==> src/rtl/selftest_seq_pkg.sv <==
// Shared types for the self-test sequencer.
package selftest_seq_pkg;

    // Schedule position within one self-test cycle.
    typedef enum logic [2:0] {
        PH_IDLE   = 3'd0,
        PH_Z1_SET = 3'd1,
        PH_Z1_AVG = 3'd2,
        PH_ON_SET = 3'd3,
        PH_ON_AVG = 3'd4,
        PH_Z2_SET = 3'd5,
        PH_Z2_AVG = 3'd6,
        PH_EVAL   = 3'd7
    } st_phase_e;

endpackage

==> src/rtl/selftest_avg_acc.sv <==
// Sample accumulator: sums signed samples while add is high and clears on clr.
// Assumes the caller reads mean only on the cycle of the final sample.
// mean is (acc + sample) >>> AVG_LOG2, which includes the current sample.
module selftest_avg_acc #(
    parameter int W        = 10,
    parameter int AVG_LOG2 = 6
) (
    input  logic                clk,
    input  logic                rst_n,
    input  logic                clr,
    input  logic                add,
    input  logic signed [W-1:0] sample,
    output logic signed [W-1:0] mean
);
    localparam int AW = W + AVG_LOG2;

    logic signed [AW-1:0] acc;
    logic signed [AW-1:0] sum_next;

    // Running sum including the present sample.
    always_comb begin
        sum_next = acc + {{AVG_LOG2{sample[W-1]}}, sample};
    end

    // Slicing off the low bits is an arithmetic shift (floor).
    assign mean = sum_next[AW-1:AVG_LOG2];

    // Accumulator register.
    always_ff @(posedge clk) begin
        if (!rst_n || clr) begin
            acc <= '0;
        end else if (add) begin
            acc <= sum_next;
        end
    end
endmodule

==> src/rtl/selftest_phase_ctrl.sv <==
// Schedule controller: steps through settle and average phases counted in valid samples.
// Issues capture strobes for the three readings and a one-cycle evaluate state.
// Assumes again is valid in the evaluate state.
module selftest_phase_ctrl
    import selftest_seq_pkg::*;
#(
    parameter int SETTLE_N = 32,
    parameter int AVG_LOG2 = 6
) (
    input  logic clk,
    input  logic rst_n,
    input  logic start,
    input  logic smp_vld,
    input  logic again,
    output logic acc_clr,
    output logic acc_add,
    output logic cap_z1,
    output logic cap_on,
    output logic cap_z2,
    output logic eval,
    output logic drive
);
    localparam int AVG_N = 1 << AVG_LOG2;
    localparam int SPAN  = (SETTLE_N > AVG_N) ? SETTLE_N : AVG_N;
    localparam int CW    = (SPAN > 1) ? $clog2(SPAN) : 1;

    st_phase_e     phase;
    logic [CW-1:0] cnt;
    logic          in_set;
    logic          in_avg;
    logic          set_end;
    logic          avg_end;

    // Phase class decode.
    always_comb begin
        in_set  = (phase == PH_Z1_SET) || (phase == PH_ON_SET) || (phase == PH_Z2_SET);
        in_avg  = (phase == PH_Z1_AVG) || (phase == PH_ON_AVG) || (phase == PH_Z2_AVG);
        set_end = in_set && smp_vld && (cnt == CW'(SETTLE_N - 1));
        avg_end = in_avg && smp_vld && (cnt == CW'(AVG_N - 1));
    end

    // Phase and sample counter sequencing.
    always_ff @(posedge clk) begin
        if (!rst_n) begin
            phase <= PH_IDLE;
            cnt   <= '0;
        end else if (start) begin
            phase <= PH_Z1_SET;
            cnt   <= '0;
        end else begin
            case (phase)
                PH_IDLE: cnt <= '0;
                PH_EVAL: begin
                    cnt   <= '0;
                    phase <= again ? PH_Z1_SET : PH_IDLE;
                end
                default: begin
                    if (set_end || avg_end) begin
                        cnt   <= '0;
                        phase <= st_phase_e'(phase + 3'd1);
                    end else if (smp_vld) begin
                        cnt <= cnt + CW'(1);
                    end
                end
            endcase
        end
    end

    // Datapath strobes.
    always_comb begin
        acc_clr = !in_avg;
        acc_add = in_avg && smp_vld;
        cap_z1  = avg_end && (phase == PH_Z1_AVG);
        cap_on  = avg_end && (phase == PH_ON_AVG);
        cap_z2  = avg_end && (phase == PH_Z2_AVG);
        eval    = (phase == PH_EVAL);
        drive   = (phase == PH_ON_SET) || (phase == PH_ON_AVG);
    end
endmodule

==> src/rtl/selftest_judge.sv <==
// Cycle judge: windowed deflection test and zero repeatability test, combinational.
// Assumes the readings and limits are stable while eval is sampled.
module selftest_judge #(
    parameter int W        = 10,
    parameter int ZERO_TOL = 4
) (
    input  logic signed [W-1:0] zero_a,
    input  logic signed [W-1:0] defl_rd,
    input  logic signed [W-1:0] zero_b,
    input  logic signed [W-1:0] lo_lim,
    input  logic signed [W-1:0] hi_lim,
    output logic                cycle_ok
);
    logic signed [W:0] defl;
    logic signed [W:0] zdiff;
    logic signed [W:0] zmag;
    logic signed [W:0] lo_x;
    logic signed [W:0] hi_x;
    logic              win_ok;
    logic              zero_ok;

    // One extra bit keeps the differences free of overflow.
    always_comb begin
        defl    = {defl_rd[W-1], defl_rd} - {zero_a[W-1], zero_a};
        zdiff   = {zero_b[W-1], zero_b} - {zero_a[W-1], zero_a};
        zmag    = zdiff[W] ? -zdiff : zdiff;
        lo_x    = {lo_lim[W-1], lo_lim};
        hi_x    = {hi_lim[W-1], hi_lim};
        win_ok  = (defl > lo_x) && (defl < hi_x);
        zero_ok = (zmag <= (W+1)'(ZERO_TOL));
        cycle_ok = win_ok && zero_ok;
    end
endmodule

==> src/rtl/selftest_tally.sv <==
// Pass/fail tally: counts judged cycles and declares the verdict.
// The pass and fail counts are independent; start clears both and the verdict.
module selftest_tally #(
    parameter int PASS_NEED  = 2,
    parameter int FAIL_LIMIT = 3
) (
    input  logic clk,
    input  logic rst_n,
    input  logic start,
    input  logic eval,
    input  logic cycle_ok,
    output logic again,
    output logic done,
    output logic pass
);
    localparam int PCW = $clog2(PASS_NEED + 1);
    localparam int FCW = $clog2(FAIL_LIMIT + 1);

    logic [PCW-1:0] pass_cnt;
    logic [FCW-1:0] fail_cnt;
    logic           hit_pass;
    logic           hit_fail;

    // Decision reached in this evaluate cycle.
    always_comb begin
        hit_pass = eval && cycle_ok && (pass_cnt == PCW'(PASS_NEED - 1));
        hit_fail = eval && !cycle_ok && (fail_cnt == FCW'(FAIL_LIMIT - 1));
        again    = !(hit_pass || hit_fail);
    end

    // Counters, done pulse and held verdict.
    always_ff @(posedge clk) begin
        if (!rst_n || start) begin
            pass_cnt <= '0;
            fail_cnt <= '0;
            done     <= 1'b0;
            pass     <= 1'b0;
        end else begin
            done <= hit_pass || hit_fail;
            if (hit_pass || hit_fail) begin
                pass_cnt <= '0;
                fail_cnt <= '0;
                pass     <= hit_pass;
            end else if (eval && cycle_ok) begin
                pass_cnt <= pass_cnt + PCW'(1);
            end else if (eval) begin
                fail_cnt <= fail_cnt + FCW'(1);
            end
        end
    end
endmodule

==> src/rtl/selftest_seq.sv <==
// Self-test sequencer top: schedule control, averaging, reading storage, judgement and tally.
// Assumes start is a single-cycle pulse and the limits hold steady during a run.
module selftest_seq #(
    parameter int W          = 10,
    parameter int SETTLE_N   = 32,
    parameter int AVG_LOG2   = 6,
    parameter int ZERO_TOL   = 4,
    parameter int PASS_NEED  = 2,
    parameter int FAIL_LIMIT = 3
) (
    input  logic                clk,
    input  logic                rst_n,
    input  logic                start,
    input  logic                smp_vld,
    input  logic signed [W-1:0] smp_data,
    input  logic signed [W-1:0] lim_min,
    input  logic signed [W-1:0] lim_max,
    output logic                st_drive,
    output logic                st_pass,
    output logic                st_done
);
    logic                acc_clr;
    logic                acc_add;
    logic                cap_z1;
    logic                cap_on;
    logic                cap_z2;
    logic                eval;
    logic                again;
    logic                cycle_ok;
    logic signed [W-1:0] mean;
    logic signed [W-1:0] z1_q;
    logic signed [W-1:0] on_q;
    logic signed [W-1:0] z2_q;

    selftest_phase_ctrl #(
        .SETTLE_N (SETTLE_N),
        .AVG_LOG2 (AVG_LOG2)
    ) u_ctrl (
        .clk     (clk),
        .rst_n   (rst_n),
        .start   (start),
        .smp_vld (smp_vld),
        .again   (again),
        .acc_clr (acc_clr),
        .acc_add (acc_add),
        .cap_z1  (cap_z1),
        .cap_on  (cap_on),
        .cap_z2  (cap_z2),
        .eval    (eval),
        .drive   (st_drive)
    );

    selftest_avg_acc #(
        .W        (W),
        .AVG_LOG2 (AVG_LOG2)
    ) u_acc (
        .clk    (clk),
        .rst_n  (rst_n),
        .clr    (acc_clr),
        .add    (acc_add),
        .sample (smp_data),
        .mean   (mean)
    );

    // Reading registers loaded at the end of each averaging phase.
    always_ff @(posedge clk) begin
        if (!rst_n) begin
            z1_q <= '0;
            on_q <= '0;
            z2_q <= '0;
        end else begin
            if (cap_z1) z1_q <= mean;
            if (cap_on) on_q <= mean;
            if (cap_z2) z2_q <= mean;
        end
    end

    selftest_judge #(
        .W        (W),
        .ZERO_TOL (ZERO_TOL)
    ) u_judge (
        .zero_a   (z1_q),
        .defl_rd  (on_q),
        .zero_b   (z2_q),
        .lo_lim   (lim_min),
        .hi_lim   (lim_max),
        .cycle_ok (cycle_ok)
    );

    selftest_tally #(
        .PASS_NEED  (PASS_NEED),
        .FAIL_LIMIT (FAIL_LIMIT)
    ) u_tally (
        .clk      (clk),
        .rst_n    (rst_n),
        .start    (start),
        .eval     (eval),
        .cycle_ok (cycle_ok),
        .again    (again),
        .done     (st_done),
        .pass     (st_pass)
    );
endmodule

==> config.mk <==
export PLATFORM = sky130hd
export DESIGN_NAME = selftest_seq
export DESIGN_NICKNAME = d
export VERILOG_FILES = /design/src/rtl/selftest_seq_pkg.sv /design/src/rtl/selftest_avg_acc.sv /design/src/rtl/selftest_phase_ctrl.sv /design/src/rtl/selftest_judge.sv /design/src/rtl/selftest_tally.sv /design/src/rtl/selftest_seq.sv
export SDC_FILE = /design/constraint.sdc
export NUM_CORES = 1
export LEC_CHECK = 0
export ABC_AREA = 1
export BUFFER_PORTS_ARGS = -buffer_cell sky130_fd_sc_hd__buf_2
export CAP_MARGIN = 5
export CELL_PAD_IN_SITES_DETAIL_PLACEMENT = 0
export CELL_PAD_IN_SITES_GLOBAL_PLACEMENT = 2
export CORE_MARGIN = 2
export CORE_UTILIZATION = 34
export DETAILED_ROUTE_END_ITERATION = 7
export GPL_TIMING_DRIVEN = 1
export PLACE_DENSITY = 0.8
export SETUP_SLACK_MARGIN = 0.4
export SLEW_MARGIN = 10
export SYNTH_ARGS = -nofsm -noshare
export SYNTH_HDL_FRONTEND = slang
export SYNTH_SLANG_ARGS = --single-unit
==> constraint.sdc <==
create_clock -name clk -period 3.97 [get_ports clk]
set_input_delay 0.1985 -clock clk [delete_from_list [all_inputs] [get_ports clk]]
set_output_delay 0.1985 -clock clk [all_outputs]
set_load 0.1 [all_outputs]
==> results of run 1 <==
## final cells by class
cell class              count  area [sq um]
multi-input cells         534          3337
clock buffers              10         239.0
fillers                  1578          8564
well taps                 184         230.2
inverters                 148         555.5
repair buffers             51         292.8
flip-flops and latches     61          1229
clock inverters             6         86.33
## cell families after synthesis
| kind of cell | after synthesis |
|---|---|
| buffers and inverters | 159 |
| flip-flops | 61 |
| AND/OR/NAND/NOR | 295 |
| XOR/XNOR | 27 |
| AO/OA/AOI/OAI | 144 |
| adder cells (fa/ha/maj) | 68 |
## cell usage after synthesis (8+ instances only)
library cell	count
inv_1	142
nor2_1	70
nand2_2	10
o21bai_1	16
nand3_1	54
clkbuf_1	9
a21oi_1	50
ha_1	65
xnor2_1	8
dfxtp_1	61
nand2_1	136
xor2_1	19
o21ai_0	56
## registers in the layout, summed over array words and instances (netlist names)
register / cells
u_acc.acc: 16
u_tally.done: 1
z2_q: 10
u_tally.fail_cnt: 2
u_tally.pass_cnt: 2
u_tally.pass: 1
z1_q: 10
u_ctrl.phase: 3
u_ctrl.cnt: 6
on_q: 10
## stage by stage
| stage | hold slack [ns] | instance area [sq um] | setup WS, ns |
|---|---|---|---|
| after floorplan | 0.3677 | 5041 | 0.6425 |
| after global placement | 0.4516 | 5433 | 0.3140 |
| after detailed placement | 0.4673 | 5433 | 0.2268 |
| after CTS | 0.1537 | 5828 | 0.4089 |
| after global routing | 0.1695 | 5969 | 0.1498 |
| final | 0.1610 | 5969 | 0.4357 |
## cells in the final DEF, fill, tap and decap left out, types with 6 or more instances in the layout
cell type  instances
dfxtp_1           55
xor2_1            19
a21oi_1           45
inv_2              7
buf_4             15
inv_1            138
dfxtp_2            6
o21bai_1          16
o21ai_0           54
nand2_2           14
nand2_1          132
ha_1              60
xnor2_1            7
clkbuf_16          9
a21oi_2            7
buf_2             36
nand3_1           53
nor2_1            68
## worst paths after layout
kind	from	endpoint	slack [ns]	depth (start not counted)
hold reg to reg	u_acc.acc[0]$_SDFFE_PP0P_	u_acc.acc[0]$_SDFFE_PP0P_	0.47	2
setup / recovery	on_q[0]$_SDFFE_PN0P_	u_ctrl.phase[0]$_SDFFE_PN0P_	0.44	26
setup reg to reg	on_q[0]$_SDFFE_PN0P_	u_ctrl.phase[0]$_SDFFE_PN0P_	0.44	26
hold / removal	start	u_ctrl.phase[0]$_SDFFE_PN0P_	0.16	3
## routing by layer
metal  share of wire  up-vias
li1                -     2532
met1            0.48     2150
met2            0.48       59
met3           0.028       24
met4           0.020        0
met5               0        -
## critical path, cell delays in order (launching register included)
cell and delay (ns):
dfxtp_2 0.31, inv_2 0.07, ha_4 0.13, inv_2 0.04, fa_2 0.36, nand3_2 0.08, nand2_2 0.06, a21oi_2 0.15
nor2_2 0.05, nor2_1 0.09, nor2_1 0.06, o21ai_1 0.11, nand2_1 0.09, xnor2_1 0.15, inv_1 0.10, ha_4 0.28
nand2_2 0.06, nor2_2 0.11, nand3_1 0.09, o2111ai_2 0.10, xnor2_1 0.14, o31ai_1 0.09, nor2_1 0.09, buf_4 0.14
nand4_1 0.20, nand3_1 0.17, a21oi_2 0.06
## what timing repair did
action,4_1_cts,5_1_grt
buffers inserted,3,8
setup endpoints to repair,7,7
pin swaps,8,11
hold buffers,0,0
gates resized for setup,12,22
## where the power goes
part | leakage (nW) | total, mW | internal (mW) | switching [mW]
sequential | 0.495 | 0.615 | 0.614 | 0.00114
combinational | 2.67 | 0.0969 | 0.0386 | 0.0583
clock | 0.158 | 0.844 | 0.564 | 0.279
==> summary.txt, run 1 <==
Outcome
  – Status: complete, no violations

Global routing
  – Met3 track utilization from global routing: 0.02634
  – Layer carrying the most global-route usage: met2
  – Global-route wire length before repair: 21890 microns
  – Number of global-route vias before repair: 4807
  – Number of antenna violations at the first check in global routing: 0
  – Grt met2 use: 0.2932
  – Met1 global-route usage: 0.2061
  – Total overflow reported by the global router: 0
  – Pin count of the biggest net entering global routing: 22
  – GR Util All Layers: 0.1662

Finish
  – Count of antenna diodes in the layout: 0
  – Fraction of layout cells with a size suffix above 1: 0.1531
  – Final design utilization: 0.4107
  – Finished Layout Cells: between 900 and 1000
  – Synthesis-to-layout area growth: 18.42%
  – Number of nets in the layout: roughly 900

Routing
  – Routed WL per cell: 12.67 microns
  – DRC viols: 0
  – First-pass iteration count of the detailed router: 4
  – Post-DR vias/cell: 4.794
  – Via count of the routed design: between 4000 and 5000
  – Routed Wire Length: 12600 microns
  – Number of DRC markers in iteration 0: 164
  – Post-route antenna net violation count: 0

Die
  – # IOs: 37
  – Horiz. Die Dim: between 100 and 150 microns
  – Initial Utilization: 0.3468
  – Core region area: about 15000 sq um
  – Die height: about 130 microns
  – Floorplan row count: 44
  – Die Footprint: 15820 sq um

Placed design
  – Estimated wirelength of the detail-placed design: 10030 microns
  – Post-placement cell count: 967
  – Number of buffers inserted by port buffering: 36
  – Weighted congestion reported at the end of routability-driven placement: about 0.8

Timing
  – Actual slew at the worst max-slew pin: 0.6188 ns
  – Setup violators final: 0
  – Achievable Freq: roughly 0.28 GHz
  – Shortest clock period the worst path allows after layout: approximately 3.5 ns
  – Worst max-slew margin expressed relative to the limit: 0.5865
  – Total count of max-transition violations in the final report: 0
  – Fin crit share: 0.8903
  – Total count of hold-check failures in the final report: 0
  – Max Clock Skew: 0.005356 ns
  – Unrepaired setup endpoints after global routing: true
  – Accumulated negative setup slack: 0 ns

Clock network
  – TritonCTS clock tree: built
  – Clock slew at reported path FFs: roughly 0.050 ns
  – Num Clock Sinks: 61
  – Cts bufs inserted: 9
  – Maximum count of clock buffers along a single path: 2
  – Skew-Pair Late Insertion Delay: 0.33 ns
  – Clock tree root driver cell: clkbuf_16
  – CTS H-tree depth: 3

Synthesis
  – Post-synthesis share of cell area spent on and, or, nand and nor gates: 0.2556
  – Gate Count Post-Synth: approximately 750
  – Number of nets in the synthesized netlist: 856
  – Share of flip-flops with an asynchronous set or reset after synthesis: 0
  – Most frequently used flop master after synthesis: dfxtp_1
  – Portion of synthesized cell area occupied by the leading cell type: 0.2422
  – Fraction of the mapped netlist area in compound gates: 0.1621
  – Synthesized area: 5041 sq um
  – Count of warnings emitted by yosys: 0
  – Sequential-to-total area share from yosys stat: 0.2422
  – Number of synthesized register bits: 61
  – Largest family of logic cells by synthesized area: simple AND/OR/NAND/NOR gates
  – Number of enable-type register cells in the synthesized netlist: 0
  – Synthesized-area fraction occupied by adder cells: 0.1732
  – Share of the synthesized netlist area taken by xor and xnor gates: 0.04691
  – Top cells by area, synth: dfxtp_1 24%, ha_1 16%, inv_1 11%
  – Unique cell type count in the Yosys netlist: 37
  – Synthesized area per cell: 6.686 sq um
  – Top cell type by total area after synthesis: dfxtp_1
  – Proportion of synthesized area in mux cells: 0

Critical path
  – Peak fanout along the critical path: 4
  – Crit path required time: 4.17 ns
  – Startpoint class of the critical path: flip-flop
  – Sort of element at the end of the critical path: flip-flop
  – Arrival time worst endpoint: 3.73 ns
  – Setup CP Type: flip-flop to flip-flop

Power
  – Leak pwr: roughly 3.3 nW
  – Overall power consumption: 1.556 mW
  – Total power density per cell area: 260.6 nW/um^2
  – Worst IR drop on VDD: ~0.22 mV

Worst hold path
  – Class of the tightest hold or removal check: input pin to flip-flop

Job
  – Max Cap Viol: 0
Power figures use the tool's default switching activity.
==> inputs of run 2 (changes only) <==
Settings changed: PLACE_DENSITY 0.8 to 0.91.
==> summary.txt, run 2 (synthesis gave the netlist of run 1 again) <==
Timing
  – Worst max-slew margin expressed relative to the limit: 0.5715 (-0.01497)
  – Worst hold margin: 0.1482 ns (-0.01278 ns)
  – Fin crit share: 0.9323 (+0.04204)
  – Total count of max-transition violations in the final report: 0 (unchanged)
  – Setup violators final: 0 (unchanged)
  – Achievable Freq: 0.2702 GHz (-4.5%)
  – Max Clock Skew: 0.007320 ns (+0.001964 ns)
  – Shortest clock period the worst path allows after layout: 3.701 ns (+0.1669 ns)
  – Accumulated negative setup slack: 0 ns (unchanged)
  – Total count of hold-check failures in the final report: 0 (unchanged)
  – Unrepaired setup endpoints after global routing: true
  – Actual slew at the worst max-slew pin: 0.6412 ns (+0.02240 ns)

Finish
  – Count of antenna diodes in the layout: 0 (unchanged)
  – Largest register by flop count: u_acc.acc
  – Area occupied by multi-input gates: 3358 sq um (+0.64%)
  – Most common cell after layout, fill and taps aside: inv_1
  – Final design utilization: 0.4138 (+0.003099)
  – Max reg flops: 16 (unchanged)
  – Number of filler instances in the final layout: 1563 (-0.95%)
  – Synthesis-to-layout area growth: 19.31%
  – Number of nets in the layout: 907 (unchanged)
  – Sequential standard cell area: 1226 sq um (-0.20%)
  – Fraction of layout cells with a size suffix above 1: 0.1580 (+0.004938)
  – Design area: 6015 sq um (+0.75%)
  – Most frequent cells in the layout: 136 x inv_1, 133 x nand2_1, 69 x nor2_1

Placed design
  – Estimated wirelength of the detail-placed design: 9718 microns (-3.1%)
  – Number of buffers inserted by port buffering: 36 (unchanged)
  – Post-placement cell area: 5433 sq um (unchanged)
  – Weighted congestion reported at the end of routability-driven placement: 0.8251 (+3.0%)

Die
  – Die height: 125.8 microns (unchanged)
  – Core region area: 14530 sq um (unchanged)
  – # IOs: 37 (unchanged)
  – Initial Utilization: 0.3468 (unchanged)
  – Die Footprint: 15820 sq um (unchanged)
  – Horiz. Die Dim: 125.8 microns (unchanged)
  – Floorplan row count: 44 (unchanged)

Power
  – Total power density per cell area: 269.6 nW/um^2 (+3.5%)
  – Leak pwr: 3.329 nW (about the same)
  – Worst IR drop on VDD: 0.2141 mV (-2.4%)

Clock network
  – Maximum count of clock buffers along a single path: 2 (unchanged)
  – CTS H-tree depth: 3 (unchanged)
  – Clock slew at reported path FFs: 0.06 ns (about the same)
  – Cts bufs inserted: 9 (unchanged)
  – Clock tree root driver cell: clkbuf_16
  – Skew-Pair Late Insertion Delay: 0.33 ns (about the same)
  – Num Clock Sinks: 61 (unchanged)
  – TritonCTS clock tree: built

Global routing
  – Global-route wire length before repair: 21280 microns (-2.8%)
  – Total overflow reported by the global router: 0 (unchanged)
  – Pin count of the biggest net entering global routing: 22 (unchanged)
  – Number of antenna violations at the first check in global routing: 0 (unchanged)
  – GR Util All Layers: 0.1611 (-0.005104)
  – Number of global-route vias before repair: 4591 (-4.5%)

Routing
  – Post-route antenna net violation count: 0 (unchanged)
  – Routed Wire Length: 12450 microns (-1.2%)
  – Number of DRC markers in iteration 0: 153 (-6.7%)
  – Routed WL per cell: 12.52 microns (-1.2%)
  – First-pass iteration count of the detailed router: 4 (unchanged)
  – Via count of the routed design: 4712 (-1.1%)
  – Post-DR vias/cell: 4.740 (-1.1%)
  – DRC viols: 0 (unchanged)

Job
  – Max Cap Viol: 0 (unchanged)

Critical path
  – Setup CP Type: flip-flop to flip-flop
  – Crit path required time: 4.19 ns (+0.02 ns)
  – Arrival time worst endpoint: 3.93 ns (+0.20 ns)
  – Peak fanout along the critical path: 4 (unchanged)
  – Startpoint class of the critical path: flip-flop
  – Sort of element at the end of the critical path: flip-flop

Worst hold path
  – Class of the tightest hold or removal check: input pin to flip-flop

Outcome
  – Status: complete, no violations
[run 2: worst max-delay path: stages (launching register included)]
cell	delay (ns)
dfxtp_1	0.41
ha_1	0.27
nand3_1	0.09
nand2_1	0.07
a21oi_1	0.15
inv_1	0.08
a21oi_2	0.15
nor2_1	0.06
nor2_1	0.12
o21bai_1	0.10
nand2_1	0.07
nand2_1	0.06
a21oi_2	0.18
xnor2_2	0.09
ha_1	0.32
nand2_2	0.07
nor2_2	0.12
nand3_1	0.11
o2111ai_2	0.09
xnor2_1	0.14
o31ai_1	0.11
nor2_1	0.12
buf_4	0.14
nand4_1	0.20
nand3_2	0.21
nor2_1	0.05
[run 2: metrics by stage]
stage,total power [mW],instances,setup WS [ns]
finish,1.621,994,0.2688
global route,1.681,994,0.03833
CTS,1.636,988,0.4063
detailed placement,0.7200,967,0.1973
global placement,0.7168,967,0.3313
floorplan,0.6835,754,0.6425
[run 2: path summary, 6_finish.rpt]
check                           slack, ns                               end                      start  cells past startpoint
worst max-delay path                 0.27  u_tally.pass_cnt[0]$_SDFFE_PP0P_       on_q[1]$_SDFFE_PN0P_                     25
worst min-delay path                 0.15      u_ctrl.phase[0]$_SDFFE_PN0P_                      start                      3
worst max register to register       0.27  u_tally.pass_cnt[0]$_SDFFE_PP0P_       on_q[1]$_SDFFE_PN0P_                     25
worst min register to register       0.47         u_acc.acc[0]$_SDFFE_PP0P_  u_acc.acc[0]$_SDFFE_PP0P_                      2
[run 2: power by group]
part           total (mW)  switching (mW)  leakage (nW)  internal (mW)
registers           0.615         0.00128         0.493          0.613
logic              0.0972          0.0591          2.67         0.0382
clock network       0.910           0.294         0.162          0.616
total                1.62           0.354          3.33           1.27
[run 2: per-layer routing]
layer | vias to the layer above | GRT usage | wire (microns)
met3 | 13 | 0.02464 | 241
met2 | 51 | 0.2795 | 5874
met5 | - | 0 | 0
met1 | 2114 | 0.2084 | 6198
met4 | 0 | 0.04460 | 133
li1 | 2534 | - | -
[run 2: cell type report]
type	count	area share
Clock buffer	9	0.03745
Clock inverter	7	0.02039
Inverter	148	0.09237
Multi-Input combinational cell	534	0.5584
Sequential cell	61	0.2039
Tap cell	184	0.03828
Timing Repair Buffer	51	0.04930
[run 2: what timing repair did]
item / 4_1_cts / 5_1_grt
gates resized for setup: 12 / 27
endpoints found under the setup margin: 7 / 7
hold buffers: 0 / 0
pin swaps: 8 / 33
buffers inserted: 5 / 6
==> inputs of run 3 (changes only) <==
Settings changed: MAX_ROUTING_LAYER set to met4.
==> summary.txt, run 3 (synthesis gave the netlist of run 1 again) <==
Outcome
  – Status: complete, no violations

Timing
  – Achievable Freq: 0.2709 GHz (+0.28%)
  – Shortest clock period the worst path allows after layout: 3.691 ns (-0.01034 ns)
  – Setup violators final: 0 (unchanged)
  – Total count of hold-check failures in the final report: 0 (unchanged)
  – Worst hold margin: 0.1460 ns (-0.002145 ns)
  – Accumulated negative setup slack: 0 ns (unchanged)
  – Total count of max-transition violations in the final report: 0 (unchanged)
  – Actual slew at the worst max-slew pin: 0.6313 ns (-0.009880 ns)
  – Max Clock Skew: 0.007348 ns (+0.00002856 ns)
  – Unrepaired setup endpoints after global routing: true
  – Fin crit share: 0.9297 (-0.002604)
  – Worst max-slew margin expressed relative to the limit: 0.5781 (+0.006603)

Die
  – Die Footprint: 15820 sq um (unchanged)
  – Horiz. Die Dim: 125.8 microns (unchanged)
  – # IOs: 37 (unchanged)
  – Initial Utilization: 0.3468 (unchanged)
  – Floorplan row count: 44 (unchanged)
  – Die height: 125.8 microns (unchanged)
  – Core region area: 14530 sq um (unchanged)

Clock network
  – CTS H-tree depth: 3 (unchanged)
  – Maximum count of clock buffers along a single path: 2 (unchanged)
  – Num Clock Sinks: 61 (unchanged)
  – Post-cts hold buffer count: 0 (unchanged)
  – TritonCTS clock tree: built
  – Cts bufs inserted: 9 (unchanged)
  – Clock slew at reported path FFs: 0.06 ns (about the same)
  – Clock tree root driver cell: clkbuf_16
  – Skew-Pair Late Insertion Delay: 0.33 ns (about the same)

Critical path
  – Largest stage delay on the critical path: 0.40 ns (about the same)
  – Cell with the biggest individual delay on the critical path: dfxtp_1
  – Dominant cell type by count on the critical path: nor2_1
  – Setup CP Type: flip-flop to flip-flop
  – Number of buffers and inverters on the critical path: 2 (unchanged)
  – Crit path required time: 4.20 ns (about the same)
  – Peak fanout along the critical path: 4 (unchanged)
  – Arrival time worst endpoint: 3.92 ns (about the same)
  – Sort of element at the end of the critical path: flip-flop
  – Startpoint class of the critical path: flip-flop
  – Crit-path leading delay family: simple AND/OR/NAND/NOR gates

Job
  – Max Cap Viol: 0 (unchanged)

Global routing
  – Global-route wire length before repair: 21270 microns (about the same)
  – Number of antenna violations at the first check in global routing: 0 (unchanged)
  – Total overflow reported by the global router: 0 (unchanged)
  – Number of global-route vias before repair: 4586 (-0.11%)
  – Pin count of the biggest net entering global routing: 22 (unchanged)
  – GR Util All Layers: 0.1659 (+0.004784)

Power
  – Total power density per cell area: 269.7 nW/um^2 (about the same)
  – Worst IR drop on VDD: 0.2137 mV (-0.19%)
  – Leak pwr: 3.329 nW (unchanged)
  – Overall power consumption: 1.622 mW (about the same)

Routing
  – Number of DRC markers in iteration 0: 157 (+2.6%)
  – Post-route antenna net violation count: 0 (unchanged)
  – Post-DR vias/cell: 4.738 (about the same)
  – Routed WL per cell: 12.53 microns (+0.10%)
  – DRC viols: 0 (unchanged)
  – First-pass iteration count of the detailed router: 4 (unchanged)
  – Via count of the routed design: 4710 (-0.042%)
  – Routed Wire Length: 12460 microns (+0.10%)

Finish
  – Number of filler instances in the final layout: 1563 (unchanged)
  – Most common cell after layout, fill and taps aside: inv_1
  – Fraction of layout cells with a size suffix above 1: 0.1580 (unchanged)
  – Most frequent cells in the layout: 136 x inv_1, 133 x nand2_1, 69 x nor2_1
  – Number of nets in the layout: 907 (unchanged)
  – Largest register by flop count: u_acc.acc
  – Final design utilization: 0.4138 (unchanged)
  – Count of antenna diodes in the layout: 0 (unchanged)
  – Finished Layout Cells: 994 (unchanged)
  – Synthesis-to-layout area growth: 19.31% (unchanged)
  – Max reg flops: 16 (unchanged)

Placed design
  – Weighted congestion reported at the end of routability-driven placement: 0.8376 (+1.5%)
  – Estimated wirelength of the detail-placed design: 9718 microns (unchanged)
  – Number of buffers inserted by port buffering: 36 (unchanged)
  – Post-placement cell count: 967 (unchanged)

Worst hold path
  – Class of the tightest hold or removal check: input pin to flip-flop
[run 3: path summary, 6_finish.rpt]
path	endpoint	startpoint	cells past startpoint	slack, ns
worst min-delay path	u_ctrl.phase[0]$_SDFFE_PN0P_	start	3	0.15
worst max register to register	u_tally.pass_cnt[0]$_SDFFE_PP0P_	on_q[1]$_SDFFE_PN0P_	25	0.28
worst min register to register	u_tally.pass$_SDFFE_PP0P_	u_tally.pass$_SDFFE_PP0P_	2	0.47
worst max-delay path	u_tally.pass_cnt[0]$_SDFFE_PP0P_	on_q[1]$_SDFFE_PN0P_	25	0.28
[run 3: layout make-up]
type                    count  area (sq um)  share of cell area
multi-input cells         534          3358              0.5584
flip-flops and latches     61          1226              0.2039
inverters                 148         555.5             0.09237
repair buffers             51         296.5             0.04930
well taps                 184         230.2             0.03828
clock buffers               9         225.2             0.03745
clock inverters             7         122.6             0.02039
[run 3: layer usage]
layer / part of all wire / global-route usage
met1: 0.50 / 0.2089
met2: 0.47 / 0.2795
met3: 0.020 / 0.02379
met4: 0.011 / 0.04460
met5: 0 / -
[run 3: timing repair]
item                                    CTS  global route
pin swaps                                 8            33
resized for setup                        12            27
endpoints found under the setup margin    7             7
buffers inserted                          5             6
cloned                                    0             0
[run 3: tightest hold or removal path: stages]
cell and delay [ns]:
buf_2 0.09, a21oi_1 0.04, a21oi_1 0.12
[run 3: power breakdown]
group	total [mW]	switching (mW)	leakage [nW]	internal [mW]
combinational	0.0973	0.0592	2.67	0.0382
clock	0.910	0.295	0.162	0.616
sequential	0.615	0.00128	0.493	0.613
total	1.62	0.355	3.33	1.27
[run 3: through the flow]
stage,worst slack (ns),area [sq um]
after floorplan,0.6425,5041
after global placement,0.3313,5433
after detailed placement,0.1973,5433
after CTS,0.4063,5861
after global routing,0.03834,6015
final,0.2791,6015
